[src/rtl/bus_xcvr_pkg.sv]
package bus_xcvr_pkg;

  // Strobes from the control decode to the datapath
  typedef struct packed {
    logic driveA;     // port A is an output this cycle
    logic driveB;     // port B is an output this cycle
    logic storedToA;  // aOut takes the B register instead of live bIn
    logic storedToB;  // bOut takes the A register instead of live aIn
    logic capA;       // load the A register at the next edge
    logic capB;       // load the B register at the next edge
  } xcvrStrobe_t;

endpackage

[src/rtl/bus_xcvr_ctrl.sv]
module bus_xcvr_ctrl
  import bus_xcvr_pkg::*;
(
  input  logic        clk,
  input  logic        rstN,
  input  logic        enN,
  input  logic        dirToB,
  input  logic        storedToB,
  input  logic        storedToA,
  input  logic        loadA,
  input  logic        loadB,
  output xcvrStrobe_t strobe
);

  logic enabled;

  always_comb begin
    enabled          = ~enN;
    strobe.driveB    = enabled & dirToB;
    strobe.driveA    = enabled & ~dirToB;
    strobe.storedToA = storedToA;
    strobe.storedToB = storedToB;
    // capture strobes are not qualified by the enables or selects
    strobe.capA      = loadA;
    strobe.capB      = loadB;
  end

  assert_one_driver_R5: assert property (@(posedge clk) disable iff (!rstN)
    $onehot0({strobe.driveA, strobe.driveB}));

endmodule

[src/rtl/bus_xcvr_path.sv]
module bus_xcvr_path
  import bus_xcvr_pkg::*;
#(
  parameter int WIDTH     = 8,
  parameter bit HAS_RESET = 1'b1
) (
  input  logic             clk,
  input  logic             rstN,
  input  xcvrStrobe_t      strobe,
  input  logic [WIDTH-1:0] aIn,
  input  logic [WIDTH-1:0] bIn,
  output logic [WIDTH-1:0] aOut,
  output logic [WIDTH-1:0] bOut
);

  logic [WIDTH-1:0] regA;
  logic [WIDTH-1:0] regB;
  logic [WIDTH-1:0] capSrcA;
  logic [WIDTH-1:0] capSrcB;

  // Per-channel live/stored selection and capture source
  for (genvar i = 0; i < WIDTH; i++) begin : gChan
    assign bOut[i]    = strobe.storedToB ? regA[i] : aIn[i];
    assign aOut[i]    = strobe.storedToA ? regB[i] : bIn[i];
    assign capSrcA[i] = strobe.driveA ? aOut[i] : aIn[i];
    assign capSrcB[i] = strobe.driveB ? bOut[i] : bIn[i];
  end

  always_ff @(posedge clk) begin
    if (HAS_RESET && !rstN) begin
      regA <= '0;
    end else if (strobe.capA) begin
      regA <= capSrcA;
    end
  end

  always_ff @(posedge clk) begin
    if (HAS_RESET && !rstN) begin
      regB <= '0;
    end else if (strobe.capB) begin
      regB <= capSrcB;
    end
  end

  assert_capture_input_a_R10: assert property (@(posedge clk) disable iff (!rstN)
    (strobe.capA && !strobe.driveA) |=> regA == $past(aIn));
  assert_capture_input_b_R10: assert property (@(posedge clk) disable iff (!rstN)
    (strobe.capB && !strobe.driveB) |=> regB == $past(bIn));
  assert_capture_driven_a_R12: assert property (@(posedge clk) disable iff (!rstN)
    (strobe.capA && strobe.driveA) |=> regA == $past(aOut));
  assert_capture_driven_b_R12: assert property (@(posedge clk) disable iff (!rstN)
    (strobe.capB && strobe.driveB) |=> regB == $past(bOut));
  assert_hold_a_R11: assert property (@(posedge clk) disable iff (!rstN)
    !strobe.capA |=> $stable(regA));
  assert_hold_b_R11: assert property (@(posedge clk) disable iff (!rstN)
    !strobe.capB |=> $stable(regB));

endmodule

[src/rtl/bus_xcvr_top.sv]
module bus_xcvr_top
  import bus_xcvr_pkg::*;
#(
  parameter int WIDTH     = 8,
  parameter bit HAS_RESET = 1'b1
) (
  input  logic             clk,
  input  logic             rstN,
  input  logic             enN,
  input  logic             dirToB,
  input  logic             storedToB,
  input  logic             storedToA,
  input  logic             loadA,
  input  logic             loadB,
  input  logic [WIDTH-1:0] aIn,
  output logic [WIDTH-1:0] aOut,
  output logic             aOe,
  input  logic [WIDTH-1:0] bIn,
  output logic [WIDTH-1:0] bOut,
  output logic             bOe
);

  xcvrStrobe_t strobe;

  bus_xcvr_ctrl i_ctrl (
    .clk       (clk),
    .rstN      (rstN),
    .enN       (enN),
    .dirToB    (dirToB),
    .storedToB (storedToB),
    .storedToA (storedToA),
    .loadA     (loadA),
    .loadB     (loadB),
    .strobe    (strobe)
  );

  bus_xcvr_path #(
    .WIDTH     (WIDTH),
    .HAS_RESET (HAS_RESET)
  ) i_path (
    .clk    (clk),
    .rstN   (rstN),
    .strobe (strobe),
    .aIn    (aIn),
    .bIn    (bIn),
    .aOut   (aOut),
    .bOut   (bOut)
  );

  assign aOe = strobe.driveA;
  assign bOe = strobe.driveB;

endmodule

[config.mk]
export PLATFORM = sky130hd
export DESIGN_NAME = bus_xcvr_top
export DESIGN_NICKNAME = d
export VERILOG_FILES = /design/src/rtl/bus_xcvr_pkg.sv /design/src/rtl/bus_xcvr_ctrl.sv /design/src/rtl/bus_xcvr_path.sv /design/src/rtl/bus_xcvr_top.sv
export SDC_FILE = /design/constraint.sdc
export NUM_CORES = 1
export LEC_CHECK = 0
export BUFFER_PORTS_ARGS = -buffer_cell sky130_fd_sc_hd__clkbuf_2
export CAP_MARGIN = 20
export CORE_MARGIN = 4
export CORE_UTILIZATION = 53
export CTS_BUF_LIST = sky130_fd_sc_hd__clkbuf_4 sky130_fd_sc_hd__clkbuf_8
export DETAILED_ROUTE_END_ITERATION = 10
export PLACE_DENSITY = 0.87
export SLEW_MARGIN = 10
export SYNTH_ARGS = -nofsm -noshare
export SYNTH_HDL_FRONTEND = slang
export SYNTH_SLANG_ARGS = --single-unit
export TNS_END_PERCENT = 30
[constraint.sdc]
create_clock -name clk -period 1.5 [get_ports clk]
set_input_delay 0.15 -clock clk [delete_from_list [all_inputs] [get_ports clk]]
set_output_delay 0.15 -clock clk [all_outputs]
set_load 0.02 [all_outputs]
Word level (Yosys, flattened, before mapping)
Cells that the tools add are included.
- bits in registers: 16
- input bits: 24
- output and inout port bits: 18
- logic and storage cells: 38
- mux-type cells: 32
- bitwise gates (word level): 4
- operators by type and width (operator ; number):
    2-to-1 mux 1 bit ; 32
    bitwise AND 1 bit ; 2
    inverter 1 bit ; 2

Depth between registers and ports, before layout
Gate-level depths: netlist of run 1.
- depth after elaboration: 3
- gate-level depth with buffers: 5
- gate-level depth less buffers: 4

Modules after synthesis
A second synthesis of run 1 with hierarchy kept.
- cell total of the unflattened synthesis: 106
- area, all modules: 1049.8 µm²
- modules (own cells, without submodules) (module ; instances ; cells an instance ; area an instance (µm²)):
    bus_xcvr_path ; 1 ; 100 ; 1002.2
    bus_xcvr_ctrl ; 1 ; 6 ; 47.5

Worst setup path before layout of run 1
Ideal clock, no wire load.
- path kind: input -> register
- start: input port storedToA
- end: register i_path.regA[0]
- setup time: 119 ps
- arrival time: 823 ps
- required time: 1381 ps
- setup slack: 558 ps
- stages: 4
- buffers on the path: 1
- cell sequence: buf_4 -> mux2_2 -> nand3_1 -> a21boi_1
- word-level cells in the longest chain between the ends: 2
- ends and longest elaborated chain (item ; RTL line ; text):
    start, declared ; bus_xcvr_top.sv:12 ; input logic storedToA,
    2-to-1 mux 1 bit ; bus_xcvr_path.sv:24 ; assign aOut[i] = strobe.storedToA ? regB[i] : bIn[i];
    net aOut[0] ; bus_xcvr_top.sv:16 ; output logic [WIDTH-1:0] aOut,
    2-to-1 mux 1 bit ; bus_xcvr_path.sv:25 ; assign capSrcA[i] = strobe.driveA ? aOut[i] : aIn[i];
    end signal, assigned ; bus_xcvr_path.sv:33 ; regA <= capSrcA;
    end, declared ; bus_xcvr_path.sv:16 ; logic [WIDTH-1:0] regA;
The timed path passes the listed nets, and every way through them passes these cells.
A chain may end at the register's enable or synchronous reset.

Worst setup path after layout of run 1
- start: register i_path.regB[0]
- end: output port aOut[0]
- word-level cells in the longest chain between the ends: 1
- ends and longest elaborated chain (item ; RTL line ; text):
    start, declared ; bus_xcvr_path.sv:17 ; logic [WIDTH-1:0] regB;
    start signal, assigned ; bus_xcvr_path.sv:41 ; regB <= capSrcB;
    2-to-1 mux 1 bit ; bus_xcvr_path.sv:24 ;
    end, declared ; bus_xcvr_top.sv:16 ;
Every way passes these cells.

==> impl_summary.log, run 1 <==
[metrics] via count of the first global-routing pass: 905
[metrics] Vert. Die Dim: 52.2 um
[metrics] H-tree Lvls: 1
[metrics] drt drc: 0
[metrics] Diodes inserted: 0
[metrics] cell depth of the worst flop-to-flop path: 3
[metrics] area of all placed cells without fillers: 1250 sq um
[metrics] worst hold slack: between 150 and 200 ps
[metrics] cell at the root of the clock tree: clkbuf_4
[metrics] Synth Area in Compound Gates: a little over a fifth
[metrics] die area: approximately 2700 sq um
[metrics] run status: completed
[metrics] Vias: 935
[metrics] Gates resized, CTS repair: 0
[metrics] fin. max-slew vios: 0
[metrics] simple-gate share of the synthesized area: between 20% and 30%
[metrics] number of failing setup endpoints in the final timing report: 0
[metrics] initial core utilization: 58.0%
[metrics] # hold bufs at CTS: 0
[metrics] placed inst area: around 1200 sq um
[metrics] Worst slew margin: 66.9%
[metrics] number of clock buffers inserted by TritonCTS: 3
[metrics] total gr overflow: 0
[metrics] Final Hold Vio Count: 0
[metrics] global routing usage summed across all routing layers: roughly 20%
[metrics] Post-Place Cells: 168
[metrics] setup repair after global routing missed its margin: false
[metrics] count of cells along the worst hold path: 3
[metrics] largest driver fanout on the critical path: 2
[metrics] maximum number of pins on one net before global-route repair: 25
[metrics] kind of start point of the critical path: flip-flop
[metrics] worst slew pin tran: 496 ps
[metrics] internal reg-to-reg setup slack: just over 600 ps
[metrics] number of nets at the end of the flow: between 150 and 200
[metrics] Sink Count: 16
[metrics] XOR/XNOR share of the synthesized area: 0%
[metrics] I/O pin count: 42
[metrics] post-synthesis cell count: 109
[metrics] post-synth design cell area: between 1000 and 1500 sq um
[metrics] Worst Path Required: 1350 ps
[metrics] wire length of the first global-routing pass: about 4.1 mm
[metrics] Skew-Pair Late Insertion Delay: 290 ps
[metrics] final HPWL from detailed placement: 1.87 mm
[metrics] count of nets left with antenna violations after detail routing: 0
[metrics] syn_nets: 133
[metrics] LEAKAGE: 0.560 nW
[metrics] fraction of final layout cells with drive strength greater than 1: 46.9%
[metrics] Synth cell types: 19
[metrics] final worst-path cycle share: between 80% and 90%
[metrics] Site Rows: 15
[metrics] commonest cells after routing, fill and taps aside: 41 x clkbuf_2, 16 x mux2_2, 16 x a31oi_1, 16 x a21boi_1, 16 x dfxtp_1
[metrics] adder-cell area share of the yosys netlist: 0%
[metrics] final critical path time including I/O delays and setup: approximately 1200 ps
[metrics] post-CTS repair timing setup buffer count: 0
[metrics] Avg Inst Size Synth: 9.49 sq um
[metrics] number of warnings issued by yosys: 0
[metrics] type of the worst setup path: flip-flop to output pin
[metrics] number of antenna violations at the first check in global routing: 0
[metrics] mux contribution to synthesized area: between 15 and 20%
[metrics] share of synthesized area occupied by flip-flops and latches: ~31%
[metrics] area overhead of the layout relative to synthesis: 20.8%
[metrics] horizontal extent of the die: 52.2 um
[metrics] top layer reached by signal wires: met4
[metrics] largest voltage drop on the vdd net: 0.000839 V
[metrics] Power Dens Cells: approximately 830 nW/um^2
[metrics] input/output buffers: 41
[metrics] routed wire length on met2: 1.30 mm
[metrics] length of routed wiring on met1: roughly 1.0 mm
[metrics] clock tree from TritonCTS: built
[metrics] number of optimization iterations in the first detailed-route pass: 4
[metrics] number of violations reported at the end of detailed-routing iteration 0: 10
[metrics] maximum clock insertion buffer count: 2
[metrics] utilization after layout: 70.1%
[metrics] endpoint kind of the worst setup timing path: output pin
[metrics] max cap viols: 0
[metrics] wire length per cell: ~15 um
[metrics] global placer's final weighted congestion: 0.766
[metrics] Fin Clk Skew: 5.75 ps
[metrics] wire length on met3: 169 um
[metrics] final cell count without fillers: 172
[metrics] min-delay worst type: primary input to flip-flop
[metrics] Detailed Route WL: 2.53 mm
[metrics] combinational family with the most area after synthesis: simple AND/OR/NAND/NOR gates
[metrics] clock-pin transition on the worst setup and hold timing paths: 100 ps
[metrics] CORE AREA: 1780 sq um
[metrics] most common cell after layout, fill and taps aside: clkbuf_2
[metrics] maximum achievable frequency: roughly 830 MHz
[metrics] Post-Route Setup TNS: 0 ps
[metrics] Seq cells post-synth: 16
[metrics] Worst EP arrival: 1060 ps
[metrics] per-cell via count in the routed design: 5.44
[layout make-up]
| cell class | instances | area, sq um |
|---|---|---|
| inverters | 2 | 20.0 |
| repair buffers | 42 | 213 |
| multi-input cells | 83 | 629 |
| well taps | 25 | 31.3 |
| fillers | 153 | 533 |
| flip-flops and latches | 16 | 320 |
| clock buffers | 4 | 36.3 |
[synthesized netlist by cell type (all sizes together)]
cell type  instances  area [sq um]
dfxtp             16           320
nand2b             9          56.3
buf                6          47.5
nand3b             1          7.51
clkbuf             2          17.5
clkinv             1          16.3
nand3              8          40.0
a31oi             16           100
nor2b              9          56.3
inv                1          3.75
and2b              7          62.6
or2                1          6.26
a21boi            16           120
mux2              16           180
[kinds of logic after synthesis]
kind of cell    after synthesis
simple gates                 35
flops                        16
mux                          16
buf+inv                      10
compound gates               32
[registers in the layout (all words and copies together) (netlist names)]
signal	count
i_path.regB	8
i_path.regA	8
[metal layers]
| layer | vias up | GRT usage [%] |
|---|---|---|
| met1 | 432 | 24.1 |
| met3 | 2 | 6.84 |
| li1 | 473 | - |
| met4 | 0 | 2.55 |
| met5 | - | 0 |
| met2 | 28 | 36.2 |
[worst max-delay path, cell delays in order, from the launching register on]
cell and delay [ps]:
dfxtp_1 320, mux2_2 280, clkbuf_2 160
[worst paths after layout]
kind | from | to
max | i_path.regB[0] | aOut[0]
min | aIn[1] | i_path.regA[1]
max reg2reg | i_path.regB[5] | i_path.regA[5]
min reg2reg | i_path.regA[0] | i_path.regA[0]
[through the flow]
stage | setup WS (ps) | power (W)
after floorplan | 558 | 0.000672
after global placement | 396 | 0.000751
after detailed placement | 379 | 0.000762
after CTS | 284 | 0.00105
after global routing | 237 | 0.00110
final | 295 | 0.00104
[power by group]
part | leakage [nW] | switching [W] | internal (W)
combinational | 0.407 | 0.000162 | 0.000128
sequential | 0.132 | 0.0000107 | 0.000451
clock | 0.0210 | 0.000143 | 0.000148
(Power assumes the default switching activity.)
==> run 2, diff against run 1 <==
--- a/config.mk
+++ b/config.mk
@@ -8,10 +8,10 @@
 export BUFFER_PORTS_ARGS = -buffer_cell sky130_fd_sc_hd__clkbuf_2
 export CAP_MARGIN = 20
 export CORE_MARGIN = 4
-export CORE_UTILIZATION = 53
+export CORE_UTILIZATION = 49
 export CTS_BUF_LIST = sky130_fd_sc_hd__clkbuf_4 sky130_fd_sc_hd__clkbuf_8
 export DETAILED_ROUTE_END_ITERATION = 10
-export PLACE_DENSITY = 0.87
+export PLACE_DENSITY = 0.81
 export SLEW_MARGIN = 10
 export SYNTH_ARGS = -nofsm -noshare
 export SYNTH_HDL_FRONTEND = slang
==> constraint.sdc (replaced) <==
create_clock -name clk -period 1.2 [get_ports clk]
set_input_delay 0.12 -clock clk [delete_from_list [all_inputs] [get_ports clk]]
set_output_delay 0.12 -clock clk [all_outputs]
set_load 0.02 [all_outputs]
==> impl_summary.log, run 2 (same netlist as run 1, synthesis figures left out) <==
[metrics] run status: completed
[metrics] Detailed Route WL: 2.67 mm (+5.3%)
[metrics] total gr overflow: 0 (unchanged)
[metrics] horizontal extent of the die: 54.0 um (+3.4%)
[metrics] global routing usage summed across all routing layers: 19.3% (-1.1 points)
[metrics] number of clock buffers inserted by TritonCTS: 3 (unchanged)
[metrics] number of nets at the end of the flow: 173 (+0.58%)
[metrics] Vias: 961 (+2.8%)
[metrics] maximum achievable frequency: 858 MHz
[metrics] clock-pin transition on the worst setup and hold timing paths: 100 ps (about the same)
[metrics] per-cell via count in the routed design: 5.49 (+1.0%)
[metrics] number of optimization iterations in the first detailed-route pass: 4 (unchanged)
[metrics] drt drc: 0 (unchanged)
[metrics] minimum setup slack in the final design: 35.1 ps (-260 ps)
[metrics] most common cell after layout, fill and taps aside: clkbuf_2
[metrics] input/output buffers: 41 (unchanged)
[metrics] CORE AREA: 1980 sq um (+11%)
[metrics] clock tree from TritonCTS: built
[metrics] minimum setup slack after placement: 131 ps (-249 ps)
[metrics] LEAKAGE: 0.588 nW (+5.1%)
[metrics] number of failing setup endpoints in the final timing report: 0 (unchanged)
[metrics] maximum number of pins on one net before global-route repair: 18 (-28%)
[metrics] post-CTS repair timing setup buffer count: 0 (unchanged)
[metrics] worst slew pin tran: 485 ps (-11.0 ps)
[metrics] min-delay worst type: primary input to flip-flop
[metrics] library cell contributing the largest single delay on the critical path: dfxtp_1
[metrics] Power Dens Cells: 1010 nW/um^2 (+22%)
[metrics] Fin Clk Skew: 3.72 ps (-2.03 ps)
[metrics] wire length of the first global-routing pass: 3.93 mm (-5.3%)
[metrics] # hold bufs at CTS: 0 (unchanged)
[metrics] final HPWL from detailed placement: 1.99 mm (+6.6%)
[metrics] I/O pin count: 42 (unchanged)
[metrics] wire length per cell: 15.2 um (+3.4%)
[metrics] final critical path time including I/O delays and setup: 1160 ps
[metrics] critical path, cell by cell: mux2_2 > buf_4
[metrics] largest driver fanout on the critical path: 2 (unchanged)
[metrics] initial core utilization: 52.2% (-5.8 points)
[metrics] Worst slew margin: 67.6% (+0.74 points)
[metrics] max cap viols: 0 (unchanged)
[metrics] delay contributed by the slowest stage of the critical path: 320 ps (about the same)
[metrics] cell at the root of the clock tree: clkbuf_4
[metrics] number of antenna violations at the first check in global routing: 0 (unchanged)
[metrics] fraction of final layout cells with drive strength greater than 1: 50.7% (+3.7 points)
[metrics] largest voltage drop on the vdd net: 0.000989 V (+18%)
[metrics] Post-Route Setup TNS: 0 ps (unchanged)
[metrics] Vert. Die Dim: 54.0 um (+3.4%)
[metrics] biggest registers after layout: i_path.regA (8), i_path.regB (8)
[metrics] Final Hold Vio Count: 0 (unchanged)
[metrics] kind of start point of the critical path: flip-flop
[metrics] area overhead of the layout relative to synthesis: 27.0%
[metrics] Skew-Pair Late Insertion Delay: 280 ps (about the same)
[metrics] Sink Count: 16 (unchanged)
[metrics] setup repair after global routing missed its margin: true
[metrics] cell family contributing the most delay on the critical path: flip-flops
[metrics] H-tree Lvls: 1 (unchanged)
[metrics] fin. max-slew vios: 0 (unchanged)
[metrics] Worst EP arrival: 1040 ps (-20 ps)
[metrics] endpoint kind of the worst setup timing path: output pin
[metrics] global placer's final weighted congestion: 0.754 (-1.6%)
[metrics] fill cell total of the finished layout: 169 (+10%)
[metrics] maximum clock insertion buffer count: 2 (unchanged)
[metrics] type of the worst setup path: flip-flop to output pin
[metrics] die area: 2910 sq um (+6.9%)
[metrics] final worst-path cycle share: 97.1%
[metrics] count of nets left with antenna violations after detail routing: 0 (unchanged)
[metrics] Diodes inserted: 0 (unchanged)
[metrics] number of violations reported at the end of detailed-routing iteration 0: 11 (+1)
[metrics] via count of the first global-routing pass: 881 (-2.7%)
[metrics] Worst Path Required: 1080 ps (-270 ps)
[metrics] commonest cells after routing, fill and taps aside: 33 x clkbuf_2, 16 x a31oi_1, 16 x a21boi_1
[metrics] worst path buffer plus inverter count: 1 (unchanged)
[metrics] Site Rows: 16 (+1)
[run 2: final cells by class]
type	instances	area (sq um)	share of cell area [%]
multi-input combinational	83	641	48.8
timing repair buffer	43	256	19.5
clock buffer	4	36.3	2.76
tap	27	33.8	2.57
inverter	2	20.0	1.52
sequential	16	327	24.9
[run 2: path summary, 6_finish.rpt]
kind,startpoint,to,slack (ps),cells after the start
setup / recovery,i_path.regA[4],bOut[4],40,2
hold / removal,aIn[0],i_path.regA[0],150,3
setup reg to reg,i_path.regB[1],i_path.regA[1],320,3
hold reg to reg,i_path.regA[0],i_path.regA[0],640,3
[run 2: worst min-delay path: stages]
cell and delay, ps:
clkbuf_2 90, a31oi_1 70, a21boi_1 120
[run 2: metrics by stage]
stage	hold WS, ps	std cells	power (W)	area [sq um]	utilization, %
after global placement	431	171	0.000945	1220	61.7
after detailed placement	442	171	0.000956	1220	61.7
after floorplan	273	109	0.000839	1030	-
after global routing	150	175	0.00141	1310	66.3
final	145	175	0.00133	1310	66.3
after CTS	143	175	0.00131	1260	63.6
[run 2: report_power, final]
group	leakage, nW	internal, W	switching [W]
combinational	0.434	0.000187	0.000211
clock	0.0210	0.000184	0.000170
sequential	0.134	0.000566	0.0000138
[run 2: what timing repair did]
item                                    in CTS  in global routing
endpoints found under the hold margin        0                  0
endpoints found under the setup margin       0                 14
gates resized for setup                      0                 28
[run 2: metal layers]
layer	up-vias	global-route usage, %	wire, um
met5	-	0	0
met4	0	7.66	23
met3	2	3.88	190
met2	36	33.7	1320
met1	451	22.7	1130
li1	472	-	-
==> run 3, diff against run 2 <==
--- a/config.mk
+++ b/config.mk
@@ -7,7 +7,6 @@
 export LEC_CHECK = 0
 export BUFFER_PORTS_ARGS = -buffer_cell sky130_fd_sc_hd__clkbuf_2
 export CAP_MARGIN = 20
-export CORE_MARGIN = 4
 export CORE_UTILIZATION = 49
 export CTS_BUF_LIST = sky130_fd_sc_hd__clkbuf_4 sky130_fd_sc_hd__clkbuf_8
 export DETAILED_ROUTE_END_ITERATION = 10
==> impl_summary.log, run 3 (same netlist as run 1, synthesis figures left out) <==
[metrics] largest driver fanout on the critical path: 2 (unchanged)
[metrics] Vert. Die Dim: 48.0 um (-11%)
[metrics] initial core utilization: 52.2% (unchanged)
[metrics] number of failing setup endpoints in the final timing report: 0 (unchanged)
[metrics] largest voltage drop on the vdd net: 0.000723 V (-27%)
[metrics] Site Rows: 16 (unchanged)
[metrics] cell depth of the worst flop-to-flop path: 3 (unchanged)
[metrics] global placer's final weighted congestion: 0.775 (+2.8%)
[metrics] horizontal extent of the die: 48.0 um (-11%)
[metrics] number of clock buffers inserted by TritonCTS: 3 (unchanged)
[metrics] maximum achievable frequency: 859 MHz (+0.10%)
[metrics] area overhead of the layout relative to synthesis: 22.1%
[metrics] maximum number of pins on one net before global-route repair: 20 (+2)
[metrics] number of optimization iterations in the first detailed-route pass: 4 (unchanged)
[metrics] commonest cells after routing, fill and taps aside: 37 x clkbuf_2, 16 x mux2_2, 16 x a31oi_1, 16 x a21boi_1, 14 x dfxtp_1
[metrics] cell at the root of the clock tree: clkbuf_4
[metrics] max cap viols: 0 (unchanged)
[metrics] H-tree Lvls: 1 (unchanged)
[metrics] per-cell via count in the routed design: 5.49 (about the same)
[metrics] Power Dens Cells: 974 nW/um^2 (-4.0%)
[metrics] CORE AREA: 1980 sq um (unchanged)
[metrics] final HPWL from detailed placement: 1.91 mm (-4.0%)
[metrics] fraction of final layout cells with drive strength greater than 1: 48.3% (-2.4 points)
[metrics] fin. max-slew vios: 0 (unchanged)
[metrics] count of cells along the worst hold path: 3 (unchanged)
[metrics] I/O pin count: 42 (unchanged)
[metrics] Final Hold Vio Count: 0 (unchanged)
[metrics] post-CTS repair timing setup buffer count: 0 (unchanged)
[metrics] critical path, cell by cell: mux2_2 > clkbuf_2
[metrics] Detailed Route WL: 2.44 mm (-8.3%)
[metrics] global routing usage summed across all routing layers: 23.2% (+3.9 points)
[metrics] endpoint kind of the worst setup timing path: output pin
[metrics] library cell contributing the largest single delay on the critical path: dfxtp_1
[metrics] Fin Clk Skew: 2.05 ps (-1.67 ps)
[metrics] power after layout: 0.00123 W (-7.6%)
[metrics] clock-pin transition on the worst setup and hold timing paths: 90 ps (about the same)
[metrics] delay contributed by the slowest stage of the critical path: 320 ps (about the same)
[metrics] kind of start point of the critical path: flip-flop
[metrics] final critical path time including I/O delays and setup: 1160 ps (-1.21 ps)
[metrics] setup repair after global routing missed its margin: true
[metrics] via count of the first global-routing pass: 863 (-2.0%)
[metrics] Post-Route Setup TNS: 0 ps (unchanged)
[metrics] number of nets at the end of the flow: 173 (unchanged)
[metrics] type of the worst setup path: flip-flop to output pin
[metrics] run status: completed
[metrics] LEAKAGE: 0.563 nW (-4.4%)
[metrics] drt drc: 0 (unchanged)
[metrics] min-delay worst type: primary input to flip-flop
[metrics] most common cell after layout, fill and taps aside: clkbuf_2
[metrics] Sink Count: 16 (unchanged)
[metrics] clock tree from TritonCTS: built
[metrics] total gr overflow: 0 (unchanged)
[metrics] Worst Path Required: 1080 ps (about the same)
[metrics] worst slew pin tran: 501 ps (+15.8 ps)
[metrics] fill cell total of the finished layout: 179 (+5.9%)
[metrics] wire length per cell: 14.0 um (-7.8%)
[metrics] number of antenna violations at the first check in global routing: 0 (unchanged)
[metrics] input/output buffers: 41 (unchanged)
[metrics] cell family contributing the most delay on the critical path: flip-flops
[metrics] wire length of the first global-routing pass: 3.71 mm (-5.6%)
[metrics] final worst-path cycle share: 97.0% (-0.10 points)
[metrics] Vias: 955 (-0.62%)
[metrics] number of stages on the worst setup path: 2 (unchanged)
[metrics] Worst slew margin: 66.6% (-1.1 points)
[metrics] Worst EP arrival: 1040 ps (about the same)
[metrics] Skew-Pair Late Insertion Delay: 270 ps (about the same)
[metrics] biggest registers after layout: i_path.regA (8), i_path.regB (8)
[metrics] die area: 2300 sq um (-21%)
[metrics] count of nets left with antenna violations after detail routing: 0 (unchanged)
[metrics] worst path buffer plus inverter count: 1 (unchanged)
[metrics] maximum clock insertion buffer count: 2 (unchanged)
[metrics] number of violations reported at the end of detailed-routing iteration 0: 15 (+4)
[metrics] Diodes inserted: 0 (unchanged)
==> run 3: changes by cell type in the layout (fill, tap and decap cells not counted), sizes merged <==
cell	previous run	this run
buf	10	6
clkbuf	37	40
==> run 3: worst paths after layout <==
| check | end | slack, ps | startpoint |
|---|---|---|---|
| worst min register to register | i_path.regA[0] | 640 | i_path.regA[0] |
| worst max register to register | i_path.regA[1] | 330 | i_path.regB[1] |
| worst max-delay path | aOut[1] | 40 | i_path.regB[1] |
| worst min-delay path | i_path.regA[3] | 150 | aIn[3] |
==> run 3: worst reg2reg max path, stage by stage (launching register included) <==
cell      delay (ps)
dfxtp_1          320
mux2_2           290
nand3_1           90
a21boi_1          70
==> run 3: metrics by stage <==
| step | worst slack (ps) | instances | utilization (%) | area, sq um | hold slack [ps] |
|---|---|---|---|---|---|
| floorplan | 288 | 109 | - | 1030 | 273 |
| global placement | 150 | 171 | 61.7 | 1220 | 432 |
| detailed placement | 107 | 171 | 61.7 | 1220 | 439 |
| CTS | 38.3 | 174 | 62.9 | 1250 | 152 |
| global route | -3.37 | 174 | 63.8 | 1260 | 156 |
| finish | 36.3 | 174 | 63.8 | 1260 | 155 |
==> run 3: metal layers <==
metal / vias up / global-route usage [%] / wire, um
met5: - / 0 / 0
met4: 0 / 5.00 / 12
met3: 2 / 3.40 / 113
met2: 31 / 44.9 / 1250
met1: 451 / 26.4 / 1070
li1: 471 / - / -
==> run 3: timing repair <==
action / in CTS / in global routing
setup endpoints to repair: 0 / 6
hold buffers: 0 / 0
endpoints found under the hold margin: 0 / 0
gates resized for setup: 0 / 11
==> run 3: area by class of cell <==
type / instances / area (sq um) / area share (%)
Timing Repair Buffer: 43 / 235 / 18.6
Sequential cell: 16 / 323 / 25.5
Clock buffer: 3 / 22.5 / 1.78
Multi-Input combinational cell: 83 / 629 / 49.8
Inverter: 2 / 20.0 / 1.58
Tap cell: 27 / 33.8 / 2.67
==> run 3: where the power goes <==
| part | total [W] | switching (W) | internal [W] |
|---|---|---|---|
| Combinational | 0.000375 | 0.000205 | 0.000170 |
| Clock | 0.000278 | 0.000162 | 0.000116 |
| Sequential | 0.000578 | 0.0000132 | 0.000565 |
